--- config.mk ---
export PLATFORM = sky130hd
export DESIGN_NAME = byte_alu
export DESIGN_NICKNAME = d
export VERILOG_FILES = /design/src/rtl/byte_alu_pkg.sv /design/src/rtl/byte_alu_decode.sv /design/src/rtl/byte_alu_adder.sv /design/src/rtl/byte_alu_bitops.sv /design/src/rtl/byte_alu.sv
export SDC_FILE = /design/constraint.sdc
export NUM_CORES = 1
export LEC_CHECK = 0
export ABC_AREA = 1
export BUFFER_PORTS_ARGS = -buffer_cell sky130_fd_sc_hd__buf_2
export CAP_MARGIN = 30
export CORE_ASPECT_RATIO = 1.25
export CORE_MARGIN = 1
export CORE_UTILIZATION = 45
export DETAILED_ROUTE_END_ITERATION = 10
export PLACE_DENSITY = 0.64
export SLEW_MARGIN = 30
export SYNTH_ARGS = -nofsm -noshare
export SYNTH_HDL_FRONTEND = slang
export SYNTH_SLANG_ARGS = --single-unit
--- constraint.sdc ---
create_clock -name vclk -period 4.65
set_clock_uncertainty 0.05 [all_clocks]
set_input_delay 0.2325 -clock vclk [all_inputs]
set_output_delay 0.2325 -clock vclk [all_outputs]
set_load 0.1 [all_outputs]
--- src/rtl/byte_alu_pkg.sv ---
package byte_alu_pkg;

  localparam int NFLAG = 5;
  localparam int FL_C  = 0;
  localparam int FL_DC = 1;
  localparam int FL_Z  = 2;
  localparam int FL_OV = 3;
  localparam int FL_N  = 4;

  localparam logic [NFLAG-1:0] UPD_ALL  = 5'b11111;
  localparam logic [NFLAG-1:0] UPD_ZN   = 5'b10100;
  localparam logic [NFLAG-1:0] UPD_CZN  = 5'b10101;
  localparam logic [NFLAG-1:0] UPD_NONE = 5'b00000;

  // operation codes (bits 15..10 of the instruction word)
  localparam logic [5:0] OPC_ADD   = 6'b001001;
  localparam logic [5:0] OPC_ADDC  = 6'b001000;
  localparam logic [5:0] OPC_AND   = 6'b000101;
  localparam logic [5:0] OPC_OR    = 6'b000100;
  localparam logic [5:0] OPC_XOR   = 6'b000110;
  localparam logic [5:0] OPC_COM   = 6'b000111;
  localparam logic [5:0] OPC_DEC   = 6'b000001;
  localparam logic [5:0] OPC_INC   = 6'b001010;
  localparam logic [5:0] OPC_MOV   = 6'b010100;
  localparam logic [5:0] OPC_SUB   = 6'b010111;
  localparam logic [5:0] OPC_SUBB  = 6'b010110;
  localparam logic [5:0] OPC_RSUBB = 6'b010101;
  localparam logic [5:0] OPC_RLC   = 6'b001101;
  localparam logic [5:0] OPC_RL    = 6'b010001;
  localparam logic [5:0] OPC_RRC   = 6'b001100;
  localparam logic [5:0] OPC_RR    = 6'b010000;
  localparam logic [5:0] OPC_SWAP  = 6'b001110;

  // second adder operand
  typedef enum logic [2:0] {
    BSEL_W, BSEL_WN, BSEL_FN, BSEL_ONE, BSEL_ONES
  } bsel_e;

  // adder carry input
  typedef enum logic [1:0] {
    CIN_ZERO, CIN_ONE, CIN_CARRY
  } cin_e;

  // non-arithmetic function
  typedef enum logic [3:0] {
    BK_AND, BK_OR, BK_XOR, BK_NOT, BK_PASS,
    BK_RLC, BK_RL, BK_RRC, BK_RR, BK_SWAP
  } bk_e;

  typedef struct packed {
    logic             valid;
    logic             use_add;
    logic             a_is_w;
    bsel_e            bsel;
    cin_e             cin;
    bk_e              bk;
    logic             rot_c;
    logic [NFLAG-1:0] upd;
  } ctl_t;

endpackage

--- src/rtl/byte_alu_decode.sv ---
module byte_alu_decode
  import byte_alu_pkg::*;
(
  input  logic [5:0] op_code,
  output ctl_t       ctl
);

  always_comb begin
    ctl         = '0;
    ctl.bsel    = BSEL_W;
    ctl.cin     = CIN_ZERO;
    ctl.bk      = BK_PASS;
    ctl.upd     = UPD_NONE;
    case (op_code)
      OPC_ADD: begin
        ctl.valid = 1'b1; ctl.use_add = 1'b1; ctl.upd = UPD_ALL;
      end
      OPC_ADDC: begin
        ctl.valid = 1'b1; ctl.use_add = 1'b1; ctl.cin = CIN_CARRY; ctl.upd = UPD_ALL;
      end
      OPC_INC: begin
        ctl.valid = 1'b1; ctl.use_add = 1'b1; ctl.bsel = BSEL_ONE; ctl.upd = UPD_ALL;
      end
      OPC_DEC: begin
        ctl.valid = 1'b1; ctl.use_add = 1'b1; ctl.bsel = BSEL_ONES; ctl.upd = UPD_ALL;
      end
      OPC_SUB: begin
        ctl.valid = 1'b1; ctl.use_add = 1'b1; ctl.bsel = BSEL_WN;
        ctl.cin = CIN_ONE; ctl.upd = UPD_ALL;
      end
      OPC_SUBB: begin
        ctl.valid = 1'b1; ctl.use_add = 1'b1; ctl.bsel = BSEL_WN;
        ctl.cin = CIN_CARRY; ctl.upd = UPD_ALL;
      end
      OPC_RSUBB: begin
        ctl.valid = 1'b1; ctl.use_add = 1'b1; ctl.a_is_w = 1'b1;
        ctl.bsel = BSEL_FN; ctl.cin = CIN_CARRY; ctl.upd = UPD_ALL;
      end
      OPC_AND: begin
        ctl.valid = 1'b1; ctl.bk = BK_AND; ctl.upd = UPD_ZN;
      end
      OPC_OR: begin
        ctl.valid = 1'b1; ctl.bk = BK_OR; ctl.upd = UPD_ZN;
      end
      OPC_XOR: begin
        ctl.valid = 1'b1; ctl.bk = BK_XOR; ctl.upd = UPD_ZN;
      end
      OPC_COM: begin
        ctl.valid = 1'b1; ctl.bk = BK_NOT; ctl.upd = UPD_ZN;
      end
      OPC_MOV: begin
        ctl.valid = 1'b1; ctl.bk = BK_PASS; ctl.upd = UPD_ZN;
      end
      OPC_RLC: begin
        ctl.valid = 1'b1; ctl.bk = BK_RLC; ctl.rot_c = 1'b1; ctl.upd = UPD_CZN;
      end
      OPC_RRC: begin
        ctl.valid = 1'b1; ctl.bk = BK_RRC; ctl.rot_c = 1'b1; ctl.upd = UPD_CZN;
      end
      OPC_RL: begin
        ctl.valid = 1'b1; ctl.bk = BK_RL; ctl.upd = UPD_ZN;
      end
      OPC_RR: begin
        ctl.valid = 1'b1; ctl.bk = BK_RR; ctl.upd = UPD_ZN;
      end
      OPC_SWAP: begin
        ctl.valid = 1'b1; ctl.bk = BK_SWAP; ctl.upd = UPD_NONE;
      end
      default: ctl.valid = 1'b0;
    endcase
  end

endmodule

--- src/rtl/byte_alu_adder.sv ---
module byte_alu_adder #(
  parameter int W = 8
) (
  input  logic [W-1:0] a,
  input  logic [W-1:0] b,
  input  logic         cin,
  output logic [W-1:0] sum,
  output logic         c_out,
  output logic         dc_out,
  output logic         ov_out
);

  localparam int H  = W / 2;
  localparam int HU = W - H;

  logic [H:0]  lo_sum;
  logic [HU:0] hi_sum;

  always_comb begin
    lo_sum = {1'b0, a[H-1:0]} + {1'b0, b[H-1:0]} + {{H{1'b0}}, cin};
    hi_sum = {1'b0, a[W-1:H]} + {1'b0, b[W-1:H]} + {{HU{1'b0}}, lo_sum[H]};
    sum    = {hi_sum[HU-1:0], lo_sum[H-1:0]};
    c_out  = hi_sum[HU];
    dc_out = lo_sum[H];
    ov_out = (a[W-1] == b[W-1]) && (sum[W-1] != a[W-1]);
  end

endmodule

--- src/rtl/byte_alu_bitops.sv ---
module byte_alu_bitops
  import byte_alu_pkg::*;
#(
  parameter int W = 8
) (
  input  bk_e          bk,
  input  logic [W-1:0] w_in,
  input  logic [W-1:0] f_in,
  input  logic         cin,
  output logic [W-1:0] res,
  output logic         shout
);

  localparam int H = W / 2;

  logic [W-1:0] swapped;

  // nibble exchange, one bit per iteration
  for (genvar i = 0; i < W; i++) begin : g_swap
    if (i < W - H) begin : g_lo
      assign swapped[i] = f_in[i + H];
    end else begin : g_hi
      assign swapped[i] = f_in[i - (W - H)];
    end
  end

  always_comb begin
    res   = f_in;
    shout = 1'b0;
    case (bk)
      BK_AND:  res = w_in & f_in;
      BK_OR:   res = w_in | f_in;
      BK_XOR:  res = w_in ^ f_in;
      BK_NOT:  res = ~f_in;
      BK_PASS: res = f_in;
      BK_RLC: begin
        res   = {f_in[W-2:0], cin};
        shout = f_in[W-1];
      end
      BK_RL:   res = {f_in[W-2:0], f_in[W-1]};
      BK_RRC: begin
        res   = {cin, f_in[W-1:1]};
        shout = f_in[0];
      end
      BK_RR:   res = {f_in[0], f_in[W-1:1]};
      BK_SWAP: res = swapped;
      default: res = f_in;
    endcase
  end

endmodule

--- src/rtl/byte_alu.sv ---
module byte_alu
  import byte_alu_pkg::*;
#(
  parameter int W = 8
) (
  input  logic [5:0]       op_code,
  input  logic [W-1:0]     w_val,
  input  logic [W-1:0]     f_val,
  input  logic             dest_f,
  input  logic             carry_in,
  output logic [W-1:0]     result,
  output logic             w_we,
  output logic             f_we,
  output logic [NFLAG-1:0] flags_out,
  output logic [NFLAG-1:0] flags_upd
);

  localparam logic [W-1:0] ONE  = {{(W-1){1'b0}}, 1'b1};
  localparam logic [W-1:0] ONES = {W{1'b1}};

  ctl_t         ctl;
  logic [W-1:0] add_a;
  logic [W-1:0] add_b;
  logic         add_cin;
  logic [W-1:0] add_sum;
  logic         add_c;
  logic         add_dc;
  logic         add_ov;
  logic [W-1:0] bit_res;
  logic         bit_sh;
  logic [W-1:0] res_raw;
  logic [NFLAG-1:0] flg_raw;

  byte_alu_decode u_dec (
    .op_code (op_code),
    .ctl     (ctl)
  );

  always_comb begin
    add_a = ctl.a_is_w ? w_val : f_val;
    case (ctl.bsel)
      BSEL_W:    add_b = w_val;
      BSEL_WN:   add_b = ~w_val;
      BSEL_FN:   add_b = ~f_val;
      BSEL_ONE:  add_b = ONE;
      BSEL_ONES: add_b = ONES;
      default:   add_b = w_val;
    endcase
    case (ctl.cin)
      CIN_ONE:   add_cin = 1'b1;
      CIN_CARRY: add_cin = carry_in;
      default:   add_cin = 1'b0;
    endcase
  end

  byte_alu_adder #(.W(W)) u_add (
    .a      (add_a),
    .b      (add_b),
    .cin    (add_cin),
    .sum    (add_sum),
    .c_out  (add_c),
    .dc_out (add_dc),
    .ov_out (add_ov)
  );

  byte_alu_bitops #(.W(W)) u_bit (
    .bk    (ctl.bk),
    .w_in  (w_val),
    .f_in  (f_val),
    .cin   (carry_in),
    .res   (bit_res),
    .shout (bit_sh)
  );

  always_comb begin
    res_raw = ctl.use_add ? add_sum : bit_res;
    flg_raw          = '0;
    flg_raw[FL_C]    = ctl.use_add ? add_c : bit_sh;
    flg_raw[FL_DC]   = add_dc;
    flg_raw[FL_OV]   = add_ov;
    flg_raw[FL_Z]    = (res_raw == '0);
    flg_raw[FL_N]    = res_raw[W-1];

    result    = ctl.valid ? res_raw : '0;
    w_we      = ctl.valid && !dest_f;
    f_we      = ctl.valid && dest_f;
    flags_upd = ctl.valid ? ctl.upd : UPD_NONE;
    flags_out = flg_raw & flags_upd;
  end

endmodule

==> metrics.txt <==
Synthesis Warnings=0; global placer's final weighted congestion=0.935; Overall Power=0.300 mW; Diodes inserted=0; standard cell area after detailed placement=2330 sq um; unrepaired setup endpoints after global routing=no; vertical die dimension=75.3 microns; antenna-violating nets left=0; Slew Viols, Final=0; number of global-route vias before repair=2197; IO Count=between 40 and 50; number of antenna violations at the first check in global routing=0; most frequent standard cell in the layout excluding fill and tap cells=sky130_fd_sc_hd__nand2_1; per-cell routed wire length=~14 microns; power per cell area=129 nW/um^2; number of clock buffer instances in the layout=0; number of I/O port buffers=44; HPWL after detailed placement=around 5.1 mm; accumulated negative setup slack=0 ps; Hold Path Cell Cnt=3; Synthesized Nets=410; Max FO, Critical Path=16; largest net degree at the start of global routing=17; stages on the worst setup path=23; die outline area=4560 sq um; Buf/Inv on CP=8; worst rel slew slack=57.1%; total of endpoints with negative setup slack in the final report=0; most used cells in the layout excluding fill and tap cells=sky130_fd_sc_hd__nand2_1 (99), sky130_fd_sc_hd__inv_1 (46), sky130_fd_sc_hd__nand3_1 (40), sky130_fd_sc_hd__buf_2 (37), sky130_fd_sc_hd__nor2_1 (36); sequential cells=0; initial core utilization=47.1%; die width=60.6 microns; number of nets at the end of the flow=453; crit-path cells=buf_2 -> inv_1 -> nor2_2 -> inv_1 -> nor3_4 -> buf_4 -> clkinv_1 -> nor2_1 -> a2111oi_0 -> a21oi_1 -> fa_1 -> inv_1 -> fa_1 -> o21ai_1 -> fa_1 -> fa_1 -> xor2_1 -> nand2_1 -> inv_1 -> a21oi_2 -> nand3_1 -> nor2_2 -> buf_12; slew of the pin with the lowest slew margin=643 ps; core footprint=about 4100 sq um; total detailed-routing wirelength=approximately 6.3 mm; post-synthesis cell count=358; wire length of the first global-routing pass=9.83 mm; sequential fraction of the synthesis area=0%; CTS Hold Buffers Added=0; delay of the slowest cell on the worst path=470 ps; Static Leak=1.29 nW; synthesized cell area=approximately 1900 sq um; classification of the worst-slack hold path=input port to primary output; kind of start point of the critical path=input port; DRC Markers=0; Max VDD drop=~0.039 mV; top achievable clock speed=approximately 230 MHz; fraction of final layout cells with drive strength greater than 1=21.6%; category of the most critical setup path=input port to primary output; ratio of routed vias to standard cells=roughly 5.4; worst slack on hold paths=817 ps; status=complete, no violations; Arrival @ worst endpoint=4020 ps; final core utilization=56.9%; number of iterations in the first detailed-routing pass=4; time the final worst path needs with I/O delays and setup=4300 ps; number of maximum-capacitance constraint violations=0; mean post-synth cell area=5.40 sq um; area growth from synthesis to layout=20.7%; global route overflow=0; violation count after the first detailed-routing iteration=159; library cells used by synthesis=33; CP max stage cell=sky130_fd_sc_hd__fa_1; area of all placed cells without fillers=2330 sq um; kind of end point of the critical path=primary output; area occupied by registers=0 sq um; Req. time, crit path=4370 ps; std cell rows=26; total vias in the final route=approximately 2400; Final Hold Fails=0; cell type group with the largest total delay on the critical path=adder cells; final critical-path share of the clock period=about 92%; overall track demand over capacity in global routing=28.1%
==> cells by family after synthesis <==
group | share of synthesized area (%)
AOI/OAI and AO/OA | 18.2
xor gates and xnor gates | 1.81
adders and majority gates | 19.7
buffers and inverters | 12.4
and+or+nand+nor | 47.9
==> final cells by class <==
cell class,instances,area (sq um)
inverters,52,195
multi-input cells,299,1710
fillers,466,1770
repair buffers,48,355
well taps,56,70.1
==> final timing paths <==
kind	startpoint	endpoint	slack (ps)
worst max-delay path	op_code[4]	flags_out[2]	350
worst min-delay path	dest_f	w_we	820
==> power breakdown <==
group | internal [mW] | switching (mW) | total (mW)
Combinational | 0.0814 | 0.219 | 0.300
Sequential | 0 | 0 | 0
Clock | 0 | 0 | 0
==> per-stage QoR <==
stage	cells	setup slack [ps]
6_report	455	350
5_1_grt	455	23.6
4_1_cts	455	293
3_5_place_dp	455	292
3_3_place_gp	455	448
2_1_floorplan	358	85.2
==> synthesized netlist by cell type, types with 3 or more instances <==
library cell               count  area (sq um)
sky130_fd_sc_hd__inv_2         5          18.8
sky130_fd_sc_hd__nor2_2        9          56.3
sky130_fd_sc_hd__nor3_1        4          20.0
sky130_fd_sc_hd__ha_1         24           300
sky130_fd_sc_hd__nand2_1      99           372
sky130_fd_sc_hd__nand2_2       6          37.5
sky130_fd_sc_hd__inv_1        46           173
sky130_fd_sc_hd__a21oi_1      19          95.1
sky130_fd_sc_hd__nor2_1       38           143
sky130_fd_sc_hd__o22ai_1       3          18.8
sky130_fd_sc_hd__o21ai_0      22           110
sky130_fd_sc_hd__fa_1          4          80.1
sky130_fd_sc_hd__or2_2         4          25.0
sky130_fd_sc_hd__buf_2         3          15.0
sky130_fd_sc_hd__nand3_1      40           200
sky130_fd_sc_hd__o211ai_1      8          60.1
==> timing repair <==
action / 4_1_cts / 5_1_grt
buffers inserted: 0 / 0
setup endpoints to repair: 0 / 1
endpoints found under the hold margin: 0 / 0
resized for setup: 0 / 2
==> worst min-delay path: stages <==
cell and delay [ps]:
sky130_fd_sc_hd__buf_2 90, sky130_fd_sc_hd__nor2_1 40, sky130_fd_sc_hd__buf_2 280
==> routing by layer <==
metal / global-route usage, % / part of all wire, %
met5: 0 / 0
met4: 9.85 / 2.3
met3: 2.23 / 6.3
met2: 50.8 / 50
met1: 34.3 / 42
No activity file was read; power rests on OpenSTA's default activity.
